File: src/rtl/tbuf_pkg.sv
// Shared types for the trace buffer analyzer.
package tbuf_pkg;
    typedef enum logic [1:0] {
        TB_IDLE = 2'd0,
        TB_CAPT = 2'd1,
        TB_DUMP = 2'd2,
        TB_LOAD = 2'd3
    } tb_mode_e;
endpackage

File: src/rtl/tbuf_mem.sv
// Trace storage: DEPTH words of WIDTH bits.
// One synchronous write port and one asynchronous read port.
// Assumes the controller never writes and reads the same entry in a way that matters.
module tbuf_mem #(
    parameter int WIDTH = 8,
    parameter int DEPTH = 16,
    localparam int AW = $clog2(DEPTH)
) (
    input  logic             clk,
    input  logic             we,
    input  logic [AW-1:0]    waddr,
    input  logic [WIDTH-1:0] wdata,
    input  logic [AW-1:0]    raddr,
    output logic [WIDTH-1:0] rdata
);
    logic [WIDTH-1:0] ent [DEPTH];

    for (genvar e = 0; e < DEPTH; e++) begin : g_ent
        // Each entry stores the write data when addressed.
        always_ff @(posedge clk) begin
            if (we && (waddr == AW'(e))) ent[e] <= wdata;
        end
    end

    // Combinational read of the selected entry.
    assign rdata = ent[raddr];
endmodule

File: src/rtl/tbuf_deser.sv
// Serial-to-parallel converter for the load path.
// Takes one bit per enabled cycle, LSB first.
// word_o is the complete word during the cycle in which the last bit is on sdi.
// Assumes WIDTH >= 4.
module tbuf_deser #(
    parameter int WIDTH = 8
) (
    input  logic             clk,
    input  logic             rst_n,
    input  logic             shift_en,
    input  logic             sdi,
    output logic [WIDTH-1:0] word_o
);
    logic [WIDTH-2:0] sh;

    // Shift right with the new bit entering at the top.
    always_ff @(posedge clk) begin
        if (!rst_n)        sh <= '0;
        else if (shift_en) sh <= {sdi, sh[WIDTH-2:1]};
    end

    // The current bit completes the word.
    assign word_o = {sdi, sh};
endmodule

File: src/rtl/tbuf_ctrl.sv
// Mode sequencer for the trace buffer.
// Owns the capture pointer, the dump/load pointer, the bit counter and the full flag.
// Request priority in idle: start, then load, then dump.
// Assumes DEPTH >= 2 and WIDTH >= 2.
module tbuf_ctrl
    import tbuf_pkg::*;
#(
    parameter int WIDTH = 8,
    parameter int DEPTH = 16,
    localparam int AW = $clog2(DEPTH),
    localparam int BW = $clog2(WIDTH)
) (
    input  logic          clk,
    input  logic          rst_n,
    input  logic          start_req,
    input  logic          stop_req,
    input  logic          dump_req,
    input  logic          load_req,
    output tb_mode_e      mode,
    output logic [AW-1:0] wr_ptr,
    output logic [AW-1:0] rd_ptr,
    output logic [BW-1:0] bit_idx,
    output logic          cap_we,
    output logic          load_we,
    output logic          full
);
    localparam logic [AW-1:0] LAST_ENT = AW'(DEPTH - 1);
    localparam logic [BW-1:0] LAST_BIT = BW'(WIDTH - 1);
    localparam logic [AW:0]   ALL_ENT  = (AW + 1)'(DEPTH);

    logic [AW:0] left;
    logic        last_bit;

    assign last_bit = (bit_idx == LAST_BIT);
    assign cap_we   = (mode == TB_CAPT) && !stop_req;
    assign load_we  = (mode == TB_LOAD) && last_bit;

    // Next entry index, wrapping at DEPTH.
    function automatic logic [AW-1:0] nxt(input logic [AW-1:0] p);
        return (p == LAST_ENT) ? '0 : p + 1'b1;
    endfunction

    // Mode transitions and pointer updates.
    always_ff @(posedge clk) begin
        if (!rst_n) begin
            mode    <= TB_IDLE;
            wr_ptr  <= '0;
            rd_ptr  <= '0;
            bit_idx <= '0;
            left    <= '0;
            full    <= 1'b0;
        end else begin
            unique case (mode)
                TB_IDLE: begin
                    if (start_req) begin
                        mode   <= TB_CAPT;
                        wr_ptr <= '0;
                        full   <= 1'b0;
                    end else if (load_req) begin
                        mode    <= TB_LOAD;
                        rd_ptr  <= '0;
                        bit_idx <= '0;
                    end else if (dump_req && (full || wr_ptr != '0)) begin
                        mode    <= TB_DUMP;
                        rd_ptr  <= full ? wr_ptr : '0;
                        left    <= full ? ALL_ENT : {1'b0, wr_ptr};
                        bit_idx <= '0;
                    end
                end
                TB_CAPT: begin
                    if (stop_req) begin
                        mode <= TB_IDLE;
                    end else begin
                        wr_ptr <= nxt(wr_ptr);
                        if (wr_ptr == LAST_ENT) full <= 1'b1;
                    end
                end
                TB_DUMP: begin
                    if (last_bit) begin
                        bit_idx <= '0;
                        rd_ptr  <= nxt(rd_ptr);
                        left    <= left - 1'b1;
                        if (left == (AW + 1)'(1)) mode <= TB_IDLE;
                    end else begin
                        bit_idx <= bit_idx + 1'b1;
                    end
                end
                TB_LOAD: begin
                    if (last_bit) begin
                        bit_idx <= '0;
                        rd_ptr  <= nxt(rd_ptr);
                        if (rd_ptr == LAST_ENT) begin
                            mode   <= TB_IDLE;
                            full   <= 1'b1;
                            wr_ptr <= '0;
                        end
                    end else begin
                        bit_idx <= bit_idx + 1'b1;
                    end
                end
                default: mode <= TB_IDLE;
            endcase
        end
    end
endmodule

File: src/rtl/trace_buffer_analyzer.sv
// On-chip trace buffer with circular capture, serial dump and serial load.
// Captures probe_i each cycle while running. Dumps oldest-to-newest, LSB first.
// Loads DEPTH words from sdi_i, LSB first.
// Assumes the request inputs are synchronous to clk.
module trace_buffer_analyzer
    import tbuf_pkg::*;
#(
    parameter int WIDTH = 8,
    parameter int DEPTH = 16
) (
    input  logic             clk,
    input  logic             rst_n,
    input  logic [WIDTH-1:0] probe_i,
    input  logic             start_i,
    input  logic             stop_i,
    input  logic             dump_start_i,
    input  logic             load_start_i,
    input  logic             sdi_i,
    output logic             sdo_o,
    output logic             sdo_valid_o,
    output logic             capturing_o,
    output logic             busy_o,
    output logic             full_o
);
    localparam int AW = $clog2(DEPTH);
    localparam int BW = $clog2(WIDTH);

    tb_mode_e         mode;
    logic [AW-1:0]    wr_ptr, rd_ptr;
    logic [BW-1:0]    bit_idx;
    logic             cap_we, load_we;
    logic [WIDTH-1:0] ld_word, rdata, wdata;
    logic [AW-1:0]    waddr;

    tbuf_ctrl #(.WIDTH(WIDTH), .DEPTH(DEPTH)) u_ctrl (
        .clk       (clk),
        .rst_n     (rst_n),
        .start_req (start_i),
        .stop_req  (stop_i),
        .dump_req  (dump_start_i),
        .load_req  (load_start_i),
        .mode      (mode),
        .wr_ptr    (wr_ptr),
        .rd_ptr    (rd_ptr),
        .bit_idx   (bit_idx),
        .cap_we    (cap_we),
        .load_we   (load_we),
        .full      (full_o)
    );

    tbuf_deser #(.WIDTH(WIDTH)) u_deser (
        .clk      (clk),
        .rst_n    (rst_n),
        .shift_en (mode == TB_LOAD),
        .sdi      (sdi_i),
        .word_o   (ld_word)
    );

    // Write source: the probe while capturing, the assembled word while loading.
    assign wdata = cap_we ? probe_i : ld_word;
    assign waddr = cap_we ? wr_ptr : rd_ptr;

    tbuf_mem #(.WIDTH(WIDTH), .DEPTH(DEPTH)) u_mem (
        .clk   (clk),
        .we    (cap_we | load_we),
        .waddr (waddr),
        .wdata (wdata),
        .raddr (rd_ptr),
        .rdata (rdata)
    );

    // Status and serial output.
    assign capturing_o = (mode == TB_CAPT);
    assign sdo_valid_o = (mode == TB_DUMP);
    assign busy_o      = (mode == TB_DUMP) || (mode == TB_LOAD);
    assign sdo_o       = sdo_valid_o && rdata[bit_idx];
endmodule

File: config.mk
export PLATFORM = sky130hd
export DESIGN_NAME = trace_buffer_analyzer
export DESIGN_NICKNAME = d
export VERILOG_FILES = /design/src/rtl/tbuf_pkg.sv /design/src/rtl/tbuf_mem.sv /design/src/rtl/tbuf_deser.sv /design/src/rtl/tbuf_ctrl.sv /design/src/rtl/trace_buffer_analyzer.sv
export SDC_FILE = /design/constraint.sdc
export NUM_CORES = 1
export LEC_CHECK = 0
export BUFFER_PORTS_ARGS = -buffer_cell sky130_fd_sc_hd__buf_2
export CELL_PAD_IN_SITES_DETAIL_PLACEMENT = 1
export CELL_PAD_IN_SITES_GLOBAL_PLACEMENT = 1
export CORE_MARGIN = 4
export CORE_UTILIZATION = 47
export CTS_CLUSTER_SIZE = 8
export DETAILED_ROUTE_END_ITERATION = 10
export GPL_ROUTABILITY_DRIVEN = 0
export HOLD_SLACK_MARGIN = 0.06
export PLACE_DENSITY = 0.71
export SLEW_MARGIN = 5
export SYNTH_ARGS = -nofsm -noshare
export SYNTH_HDL_FRONTEND = slang
export SYNTH_SLANG_ARGS = --single-unit
export TNS_END_PERCENT = 10
File: constraint.sdc
create_clock -name clk -period 2.1 [get_ports clk]
set_input_delay 0.21 -clock clk [delete_from_list [all_inputs] [get_ports clk]]
set_output_delay 0.21 -clock clk [all_outputs]
set_load 0.01 [all_outputs]
==> results of run 1 <==
-- placed cells by master (no fill, tap or decap), drive strengths merged, types with 11 or more instances in the layout --
cell type  count
o21ai         15
inv           14
nor2          36
clkbuf        19
buf           74
nand2         45
mux2i         20
a21boi        12
edfxtp       128
nor2b         11
mux4          21
dfxtp         30
a21oi         16
-- per-stage QoR --
stage	total power [mW]	utilization, %	instances	TNS, ns	cell area [um2]
6_report	7.00	58.3	740	-0.490	8160
5_1_grt	7.26	58.3	740	-0.636	8160
2_1_floorplan	3.88	-	477	-1.99	6770
3_3_place_gp	4.07	52.6	698	-0.252	7350
4_1_cts	7.01	57.8	736	-0.498	8080
3_5_place_dp	4.09	52.6	698	-0.288	7350
-- per-layer routing --
metal	vias up	track usage [%]
met3	37	5.04
li1	1969	-
met4	0	7.80
met2	125	38.1
met5	-	0
met1	2146	27.1
-- worst register-to-register path: cells and delay by family, from the launching register on --
family / cells / cell delay, ns
compound gates: 3 / 0.42
fa+ha+maj: 1 / 0.18
buf+inv: 1 / 0.07
flops: 1 / 0.34
mux: 1 / 0.33
simple gates: 2 / 0.58
-- final cells by class --
class                      count  share of cell area, %
multi-input combinational    282                   28.2
tap                          180                   2.76
clock inverter                13                   1.46
sequential                   158                   54.6
clock buffer                  19                   5.31
inverter                      13                  0.598
timing repair buffer          75                   7.15
-- where the power goes --
group	switching (mW)	internal (mW)	total [mW]
combinational	0.371	0.310	0.681
sequential	0.0319	3.41	3.44
clock	1.24	1.63	2.87
-- final timing paths --
check	slack, ns	end	depth (start not counted)
max	-0.49	sdo_o	9
min	0.15	u_ctrl.full	4
max reg2reg	0.11	flop	8
min reg2reg	0.46	u_deser.sh[0]	2
-- cells by family after synthesis --
family | after synthesis | synth area share [%]
mux | 50 | 11.5
buf+inv | 37 | 2.59
compound gates | 92 | 9.53
xor+xnor | 1 | 0.129
simple gates | 132 | 9.36
flops | 158 | 65.6
fa+ha+maj | 7 | 1.29
-- what timing repair did --
action | CTS | global route
hold buffers | 1 | 0
pin swaps | 12 | 8
cloned | 0 | 0
endpoints found under the hold margin | 1 | 0
endpoints found under the setup margin | 1 | 28
buffers inserted | 5 | 4
resized for setup | 27 | 15
-- state kept, by name, indices dropped and copies added, names as in the netlist, named ones only --
name,flops
u_ctrl.bit_idx,3
u_ctrl.full,1
u_ctrl.left,5
u_ctrl.mode,2
u_ctrl.rd_ptr,4
u_ctrl.wr_ptr,4
u_deser.sh,7
u_mem.ent,128
==> impl_results.md, run 1 <==
* Root buffer cell: clkbuf_16
* Count leader, synth: edfxtp_1
* Tcrit/Tclk final at 123%
* Tmin final at 2.59 ns
* RSZ-0062 raised after global routing: true
* Met3 wire len at 806 um
* Hold Crit Class: input pin to flop
* CP Data Required Time at 1.89 ns
* Final global-route overflow total at 0
* Post-synth EDFFs at 128
* Worst vdd ir at 603 uV
* DR top layer: met4
* Pwr/cell area at 858 mW/mm2
* Area occupied by multi-input gates at 0.00230 mm2
* Cells after Synth at 477
* WP buf/inv at 3
* Crit-path max cell delay at 0.44 ns
* Final WL at 16.9 mm
* FF/Latch Area at 0.00445 mm2
* Pin count of the biggest net entering global routing at 27
* DR pass1 iterations at 5
* Clk pin slew, worst setup/hold paths at 0.06 ns
* Syn Std Cell Area at 0.00677 mm2
* Reg2reg start: u_ctrl.wr_ptr[0]
* Mapped Nets at 499
* Top Ports at 20
* Fill cell count at 1353
* Share of cells above drive strength 1 at 30.0%
* Cell family with most CP delay: compound AO/OA/AOI/OAI gates
* Slowest stage cell, crit path: or3_4
* Maximum fanout along the worst path at 10
* Clock Latency Late Sink at 0.43 ns
* DP Worst Slack at -0.288 ns
* Via-per-instance ratio at 5.78
* H-Tree Depth at 4
* Initial antenna violation count at 0
* FP Rows at 43
* Startpoint types: flop
* Total GRT Usage at 22.0%
* Core Region at 0.0140 mm2
* Post-synth top area share at 56.7%
* Slew headroom at 63.5%
* Post-synthesis sequential area ratio at 65.6%
* Nets at 569
* Vias at 4277
* Max_cap viols at 0
* Clk_skew at 0.00835 ns
* Post-synth cell types at 60
* Clock buffer depth at 2
* Die height at 128 um
* Ys async rst share at 0%
* Pins Over Slew Limit at 0
* Drt drc at 0
* Hold Slack at 0.149 ns
* Die width at 128 um
* Detail Placement HPWL at 11.4 mm
* Critical path endpoint category: primary output
* First-pass GRT wire length at 26.5 mm
* Ys flop type: edfxtp_1
* Number of synthesized register bits at 158
* Starting Density at 48.4%
* Worst path cell trace: buf_12 > or3_4 > buf_6 > o22ai_2 > a2111oi_1 > nand2_1 > o2111ai_2 > o22ai_1 > buf_2
* Wire length on met2 at 8.59 mm
* Final Worst Setup Slack at -0.490 ns
* Synth top cells by count: edfxtp_1, nand2_1, nor2_1
* Die area at 0.0164 mm2
* Antenna fix cells at 0
* CTS tree: done
* Crit Path Category: flop to primary output
* Clk sinks at 158
* Run status: complete, but fails checks
* Worst-Margin Slew at 0.545 ns
* Vias in the first global route at 4668
* LEAKAGE at 2.83 nW
* Final antenna-violating net count at 0
* Failing checks: setup timing
* Drt wl/cell at 22.8 um
* CTS buffer count at 17
* Count of final setup violators at 1
* Layout area overhead at 20.5%
* Leading post-synthesis cells by cell area: edfxtp_1, dfxtp_1, mux4_2
* Crit path arrival time at 2.38 ns
* Port Buffer Count at 19
* Max Freq at 0.386 GHz
* Dominant cell type by area after synthesis: edfxtp_1
* Initial DRC Count at 269
* Yosys warns at 0
* Met1 WL at 6.95 mm
* Min-delay src: start_i
* Final Hold Fails at 0
* Syn Area/Cell at 14.2 um2
Note: power is estimated with default switching activity, not from simulation.
==> inputs of run 2 (changes only) <==
--- a/config.mk
+++ b/config.mk
@@ -8,13 +8,14 @@
 export BUFFER_PORTS_ARGS = -buffer_cell sky130_fd_sc_hd__buf_2
 export CELL_PAD_IN_SITES_DETAIL_PLACEMENT = 1
 export CELL_PAD_IN_SITES_GLOBAL_PLACEMENT = 1
+export CORE_ASPECT_RATIO = 1.1
 export CORE_MARGIN = 4
 export CORE_UTILIZATION = 47
 export CTS_CLUSTER_SIZE = 8
 export DETAILED_ROUTE_END_ITERATION = 10
 export GPL_ROUTABILITY_DRIVEN = 0
 export HOLD_SLACK_MARGIN = 0.06
-export PLACE_DENSITY = 0.71
+export PLACE_DENSITY = 0.85
 export SLEW_MARGIN = 5
 export SYNTH_ARGS = -nofsm -noshare
 export SYNTH_HDL_FRONTEND = slang
==> run 2 against run 1 <==
Combinational power increased by 6.2%. Largest cell class unchanged. Cell area rose by 1.6%. Largest power group is now clock. The flow still finishes with violations (setup timing). Power increased by 8.9%.
==> impl_results.md, run 2 (same netlist as run 1, synthesis figures left out) <==
* Commonest non-fill, non-tap cells in the layout: edfxtp_1, nand2_1, buf_4, nor2_1, dfxtp_1 (was edfxtp_1, buf_4, nand2_1, nor2_1, dfxtp_1)
* Crit-path max cell delay at 0.44 ns (about the same)
* Top reg by flops: u_mem.ent (unchanged)
* Reg-to-reg slack, setup at 0.02 ns (was 0.11 ns)
* Clock Latency Late Sink at 0.43 ns (about the same)
* Met3 usage at 4.39% (was 5.04%)
* Critical path depth in cells at 8 (was 9)
* Cell family with most CP delay: compound AO/OA/AOI/OAI gates (unchanged)
* Max_cap viols at 0 (unchanged)
* Count of final setup violators at 1 (unchanged)
* Clk sinks at 158 (unchanged)
* Root buffer cell: clkbuf_16 (unchanged)
* Maximum fanout along the worst path at 12 (was 10)
* Met2 usage at 43.3% (was 38.1%)
* DP Worst Slack at -0.381 ns (was -0.288 ns)
* CP Data Required Time at 1.89 ns (about the same)
* Nets at 566 (was 569)
* Crit Path Category: flop to primary output (unchanged)
* Core Region at 0.0140 mm2 (about the same)
* Starting Density at 48.5% (was 48.4%)
* Initial DRC Count at 368 (was 269)
* Drt wl/cell at 26.5 um (was 22.8 um)
* Die area at 0.0164 mm2 (about the same)
* Slew headroom at 56.9% (was 63.5%)
* Slowest stage cell, crit path: a2111oi_4 (was or3_4)
* Final WL at 19.7 mm (was 16.9 mm)
* Share of cells above drive strength 1 at 29.3% (was 30.0%)
* Hold Slack at 0.224 ns (was 0.149 ns)
* WP buf/inv at 2 (was 3)
* Critical path capture point: sdo_o (unchanged)
* Critical path endpoint category: primary output (unchanged)
* Clk_skew at 0.00985 ns (was 0.00835 ns)
* Clock buffer depth at 2 (unchanged)
* Tmin final at 2.70 ns (was 2.59 ns)
* Crit path arrival time at 2.49 ns (was 2.38 ns)
* Total GRT Usage at 24.9% (was 22.0%)
* Reg2reg start: u_ctrl.wr_ptr[1] (was u_ctrl.wr_ptr[0])
* Worst r2r path cells at 8 (unchanged)
* Failing checks: setup timing (unchanged)
* Initial antenna violation count at 0 (unchanged)
* Clk pin slew, worst setup/hold paths at 0.07 ns (was 0.06 ns)
* Pwr/cell area at 919 mW/mm2 (was 858 mW/mm2)
* First-pass GRT wire length at 29.7 mm (was 26.5 mm)
* Max Freq at 0.371 GHz (was 0.386 GHz)
* Drt drc at 0 (unchanged)
* Pins Over Slew Limit at 0 (unchanged)
* Top Registers: u_mem.ent: 128 flops, u_deser.sh: 7 flops, u_ctrl.left: 5 flops (unchanged)
* Final Worst Setup Slack at -0.597 ns (was -0.490 ns)
* Top Ports at 20 (unchanged)
* Via-per-instance ratio at 6.19 (was 5.78)
* Die height at 134 um (was 128 um)
* Largest register FFs at 128 (unchanged)
* Run status: complete, but fails checks (unchanged)
* Most common cell after layout, fill and taps aside: edfxtp_1 (unchanged)
* Startpoint types: flop (unchanged)
* Port Buffer Count at 19 (unchanged)
* Worst-Margin Slew at 0.645 ns (was 0.545 ns)
* Final antenna-violating net count at 0 (unchanged)
* Setup total negative slack at -0.597 ns (was -0.490 ns)
* H-Tree Depth at 4 (unchanged)
* GR Util met1 at 30.1% (was 27.1%)
* DR pass1 iterations at 7 (was 5)
* CTS tree: done (unchanged)
* Final Hold Fails at 0 (unchanged)
* RSZ-0062 raised after global routing: true (unchanged)
* Antenna fix cells at 0 (unchanged)
* CTS buffer count at 17 (unchanged)
* Final global-route overflow total at 0 (unchanged)
* Busiest grt layer: met2 (unchanged)
* Reg2reg end: u_ctrl.rd_ptr[2]
* Worst vdd ir at 652 uV (was 603 uV)
* Vias in the first global route at 4862 (was 4668)
* Layout area overhead at 22.3% (was 20.5%)
* Worst path cell trace: buf_12 > mux2i_4 > o22ai_4 > a2111oi_4 > nor2_1 > o2111ai_2 > o22ai_2 > buf_2 (was buf_12 > or3_4 > buf_6 > o22ai_2 > a2111oi_1 > nand2_1 > o2111ai_2 > o22ai_1 > buf_2)
* LEAKAGE at 2.87 nW (was 2.83 nW)
* Detail Placement HPWL at 11.6 mm (was 11.4 mm)
* Vias at 4605 (was 4277)
* Tcrit/Tclk final at 128% (was 123%)
* FP Rows at 45 (was 43)
* Hold Crit Class: input pin to flop (unchanged)
* Pin count of the biggest net entering global routing at 27 (unchanged)
* Die width at 122 um (was 128 um)
==> run 2: cell types whose count changed in the layout (fill, tap and decap cells not counted), sizes merged <==
cell      previous run  this run
clkinvlp             1         0
clkinv              10         2
clkbuf              19        18
inv                 14        19
bufinv               1         5
buf                 74        71
==> run 2: worst min path at each step <==
stage / startpoint / to / slack [ns] / cells past startpoint
finish: stop_i / u_ctrl.wr_ptr[1] / 0.22 / 4
global route: stop_i / u_ctrl.wr_ptr[1] / 0.24 / 4
CTS: start_i / u_ctrl.full / 0.17 / 4
detailed placement: u_deser.sh[6] / u_deser.sh[6] / 0.48 / 2
global placement: u_deser.sh[0] / u_deser.sh[0] / 0.45 / 2
floorplan: rst_n / u_ctrl.wr_ptr[3] / 0.35 / 2
==> run 2: where the power goes <==
| part | internal, mW | leakage [nW] | switching, mW | total, mW |
|---|---|---|---|---|
| clock network | 2.14 | 0.321 | 1.31 | 3.45 |
| registers | 3.41 | 1.42 | 0.0315 | 3.44 |
| logic | 0.314 | 1.12 | 0.410 | 0.723 |
| total | 5.87 | 2.87 | 1.75 | 7.62 |
==> run 2: what timing repair did <==
item                       in CTS  in global routing
hold endpoints to repair        1                  0
setup endpoints to repair       2                104
buffers inserted                1                  5
cloned                          0                  0
pin swaps                       8                  3
hold buffers                    1                  0
resized for setup              23                 14
==> run 2: cell type report <==
cell class / count / area (um2)
fillers: 1333 / 5680
clock buffers: 18 / 429
clock inverters: 13 / 228
inverters: 13 / 48.8
repair buffers: 72 / 589
multi-input cells: 282 / 2310
well taps: 188 / 235
flip-flops and latches: 158 / 4450
==> run 2: layer usage <==
metal	wire length [um]	part of all wire, %
met1	7330	37
met5	0	0
met4	984	5.0
met3	942	4.8
met2	10500	53
==> run 2: stage by stage <==
step	total power, mW	util, %	cell area [um2]	std cells
floorplan	3.88	-	6770	477
global placement	4.08	53.0	7400	706
detailed placement	4.12	53.0	7400	706
CTS	7.59	58.6	8180	739
global route	7.82	59.4	8290	744
finish	7.62	59.4	8290	744
==> run 2: worst reg2reg max path: stages (launching register included) <==
cell,delay (ns)
dfxtp_1,0.34
inv_1,0.07
ha_1,0.19
or4b_4,0.22
a21oi_2,0.05
or3_4,0.38
o21ai_4,0.25
mux2_4,0.33
a21boi_2,0.16
